**config.mk**
```make
export PLATFORM = sky130hd
export DESIGN_NAME = pll_freq_calc
export DESIGN_NICKNAME = d
export VERILOG_FILES = /design/src/rtl/pll_freq_calc.sv
export SDC_FILE = /design/constraint.sdc
export NUM_CORES = 1
export LEC_CHECK = 0
export BUFFER_PORTS_ARGS = -buffer_cell sky130_fd_sc_hd__buf_2
export CORE_MARGIN = 10
export CORE_UTILIZATION = 50
export CTS_BUF_LIST = sky130_fd_sc_hd__clkbuf_4 sky130_fd_sc_hd__clkbuf_8 sky130_fd_sc_hd__clkbuf_16
export DETAILED_ROUTE_END_ITERATION = 10
export GPL_ROUTABILITY_DRIVEN = 0
export PLACE_DENSITY = 0.7
export SLEW_MARGIN = 20
export SYNTH_ARGS = -nofsm -noshare
export SYNTH_HDL_FRONTEND = slang
export SYNTH_SLANG_ARGS = --single-unit
```
**constraint.sdc**
```tcl
create_clock -name clk -period 18.45 [get_ports clk]
set_input_delay 0.9225 -clock clk [delete_from_list [all_inputs] [get_ports clk]]
set_output_delay 0.9225 -clock clk [all_outputs]
set_load 0.05 [all_outputs]
```
**src/rtl/pll_freq_calc.sv**
```systemverilog
module pll_freq_calc #(
  parameter int W       = 32,
  parameter int SHIFT   = 10,
  parameter int MFI_MIN = 5
) (
  input  logic         clk,
  input  logic         rst_n,
  input  logic         start,
  input  logic [W-1:0] pll_word,
  input  logic [W-1:0] ref_freq,
  output logic         done,
  output logic [W-1:0] freq_out
);
  localparam int NW  = 10;
  localparam int IW  = 4;
  localparam int DW  = 10;
  localparam int PW  = 4;
  localparam int CW  = $clog2(W);
  localparam int DVW = DW + 1 + PW + 1;

  typedef enum logic [1:0] {S_IDLE, S_MUL, S_DIV, S_FIN} state_t;

  state_t          st;
  logic [CW-1:0]   cnt;
  logic [NW-1:0]   num_r;
  logic [IW-1:0]   mul_r;
  logic [DW:0]     den_r;
  logic [PW:0]     pdv_r;
  logic [W-SHIFT-1:0] ref_r;
  logic [W-1:0]    dvd;
  logic [W:0]      rem;
  logic [DVW-1:0]  dvs;
  logic            neg;

  logic [IW-1:0]   mul_c;
  logic [W-1:0]    term, prod, mag;
  logic [W:0]      rem_sh, rem_sub;
  logic [W-1:0]    quo_s;

  assign mul_c  = (pll_word[13:10] < IW'(MFI_MIN)) ? IW'(MFI_MIN) : pll_word[13:10];
  assign term   = W'(mul_r) * W'(den_r) + {{(W-NW){num_r[NW-1]}}, num_r};
  assign prod   = (W'(ref_r) << 1) * term;
  assign mag    = prod[W-1] ? (~prod + W'(1)) : prod;
  assign rem_sh = {rem[W-1:0], dvd[W-1]};
  assign rem_sub = rem_sh - (W+1)'(dvs);
  assign quo_s  = neg ? (~dvd + W'(1)) : dvd;

  always_ff @(posedge clk or negedge rst_n) begin
    if (!rst_n) begin
      st       <= S_IDLE;
      cnt      <= '0;
      num_r    <= '0;
      mul_r    <= '0;
      den_r    <= '0;
      pdv_r    <= '0;
      ref_r    <= '0;
      dvd      <= '0;
      rem      <= '0;
      dvs      <= '0;
      neg      <= 1'b0;
      done     <= 1'b0;
      freq_out <= '0;
    end else begin
      done <= 1'b0;
      case (st)
        S_IDLE: if (start) begin
          num_r <= pll_word[9:0];
          mul_r <= mul_c;
          den_r <= {1'b0, pll_word[25:16]} + (DW+1)'(1);
          pdv_r <= {1'b0, pll_word[29:26]} + (PW+1)'(1);
          ref_r <= ref_freq[W-1:SHIFT];
          st    <= S_MUL;
        end
        S_MUL: begin
          dvd <= mag;
          neg <= prod[W-1];
          rem <= '0;
          dvs <= DVW'(den_r) * DVW'(pdv_r);
          cnt <= '0;
          st  <= S_DIV;
        end
        S_DIV: begin
          if (rem_sub[W]) begin
            rem <= rem_sh;
            dvd <= {dvd[W-2:0], 1'b0};
          end else begin
            rem <= rem_sub;
            dvd <= {dvd[W-2:0], 1'b1};
          end
          cnt <= cnt + CW'(1);
          if (cnt == CW'(W-1)) st <= S_FIN;
        end
        default: begin
          freq_out <= quo_s << SHIFT;
          done     <= 1'b1;
          st       <= S_IDLE;
        end
      endcase
    end
  end
endmodule

```
==> out/results.ini <==
[status]
status=completed

[finish]
fillers=4302
diodes=0
fin_nets=3256
multi_input_comb_area_um2=18060
drive_gt1_share_pct=8.208
syn_to_final_growth_pct=6.136
ff_latch_area_um2=4079

[synth]
ys_seq_area_share_pct=16.80
ys_ff_latch=163
async_flop_share_pct=100.0
synthDistinctLibCells=75
yosys.area.top_type=fa_1
synth_common_cells=441 x inv_1, 364 x fa_1, 348 x nand2_1
ys.flop_type=dfrtp_1
syn-cell-area_um2=24290
synth-edff-count=0
synth.most_common_cell=inv_1
synthesis.instances=2660
netlist.area_leader.share_pct=30.01
syn_area_per_cell_um2=9.130
yosys_warnings=0
synth.area.top_cells=fa_1 30%, dfrtp_1 17%, ha_1 8.8%

[cts]
cts_hold_buf=0
clk_latency_ps=460
clock_path_buffers=2
h-tree-depth=4
post_cts_resized=0
cts-root-buf=clkbuf_16
cts.sinks=163
path_clk_slew_ps=70
post-cts-setup-buffer-count=0
cts_tree=yes
numCtsBuffers=17

[setup_path]
rr_worst_depth=47
critPathLaunch=mul_r[1]
r2r_slack_ps=4000
reg2reg_to=dvd[21]
timing.rr.start=mul_r[1]
cp.required_ps=18780
crit_slowest_cell=xnor3_1
crit_top_cell=fa_1
endpoint_kind=flop
critPathKind=flop to flop
crit_fanout=23
critPathCapture=dvd[21]
critPathMaxStageDelay_ps=840
worstPathArrival_ps=14780
startpoint_type=flop

[timing]
worstMarginPinSlew_ps=1132
rsz0062_at_grt=false
setup_viol=0
fmax_mhz=69.21
slew_headroom_pct=24.22
setup_total_negative_slack_ps=0
skew_ps=18.99
maxSlewViolCount=0
hold_viol_final=0
fin_crit_ps=14450
fin_crit_sh_pct=78.32

[global_route]
grt_pass1_vias=18610
track_usage_pct=19.84
grt_first_pass_wirelength_um=93180
antenna_found_initial=0
grt_max_degree=70
gr-total-overflow=0

[die]
rows=80
ioPinCount=100
die_h_um=240.4
die_area_um2=57790
initial_utilization_pct=50.76
die_w_um=240.4
core_region_area_um2=47850

[hold_path]
hold_class=input pin to asynchronous set/reset pin

[detailed_routing]
wl_per_cell_um=16.90
drc=0
routed_via_density=5.461
final_antenna_net_count=0
dr.pass1.iters=7
drtIter0Drc=1083
dr_total_vias=17930
wirelength_um=55490

[placed_design]
hpwl_um=42780
port-buffer-count=75

[run]
maxCapViolations=0

placed cells by master, fill, tap and decap left out, drive strengths merged, types with 23 or more instances in the layout:
cell       n
ha       170
buf      101
a21o      23
nand3     27
xor2      58
dfrtp    163
a21oi     96
nor2      88
mux2i     24
fa       364
and2     187
nor2b     24
inv      446
xnor2     98
o2bb2ai   24
mux2      61
o21ai    104
nand2    348
state kept, by name, summed over array words and instances, names as in the netlist, 2 cells and up:
signal and cells:
dvd 32, rem 32, freq_out 22, ref_r 22
dvs 16, den_r 11, num_r 10, cnt 5
pdv_r 5, mul_r 4, st 2
worst min-delay path by stage:
stage / startpoint / end / slack, ps / depth (start not counted)
after floorplan: dvd[25] / dvd[25] / 450 / 2
after global placement: dvd[25] / dvd[25] / 470 / 2
after detailed placement: dvd[30] / dvd[30] / 480 / 1
after CTS: rst_n / freq_out[29] / 350 / 1
after global routing: rst_n / freq_out[29] / 370 / 1
final: rst_n / freq_out[29] / 360 / 1
through the flow:
step           cell area (um^2)  utilization, %  hold WS, ps  cells  setup WS [ps]
2_1_floorplan             24320               -        450.2   2669           5923
3_3_place_gp              25140           52.54        468.3   3251           4496
3_5_place_dp              25140           52.54        483.8   3251           4176
4_1_cts                   25770           53.86        350.5   3283           4135
5_1_grt                   25780           53.87        370.0   3283           3399
6_report                  25780           53.87        362.9   3283           4000
cell type report:
| cell class | instances | share of cell area, % |
|---|---|---|
| multi-input combinational | 1931 | 70.07 |
| sequential | 163 | 15.82 |
| inverter | 441 | 6.422 |
| tap | 615 | 2.985 |
| timing repair buffer | 101 | 2.238 |
| clock buffer | 18 | 1.704 |
| clock inverter | 14 | 0.7524 |
critical path: cells and delay by family (launching register included):
kind	cells	cell delay (ps)
adders and majority gates	12	5750
AOI/OAI and AO/OA	16	3810
xor gates and xnor gates	5	2100
and+or+nand+nor	7	1270
DFF	1	590
buffers and inverters	6	510
muxes	1	290
cell families after synthesis:
logic type	after synthesis	synth area share, %
adder cells (fa/ha/maj)	534	38.76
AO/OA/AOI/OAI	362	9.552
buffers and inverters	575	9.207
flip-flops	163	16.80
other	1	0.01544
XOR/XNOR	161	6.177
AND/OR/NAND/NOR	779	15.67
multiplexers	85	3.818
routing by layer:
| metal | part of all wire, % | wire length, um | vias up | global-route usage (%) |
|---|---|---|---|---|
| met5 | 0 | 0 | - | 0 |
| met3 | 6.8 | 3769 | 58 | 4.271 |
| met1 | 44 | 24680 | 9027 | 26.72 |
| met4 | 1.3 | 722 | 0 | 3.796 |
| met2 | 47 | 26310 | 490 | 32.52 |
| li1 | - | - | 8352 | - |
Power is not shown: default switching activity piles up to over one toggle a cycle in this logic, so the estimate is an artifact.
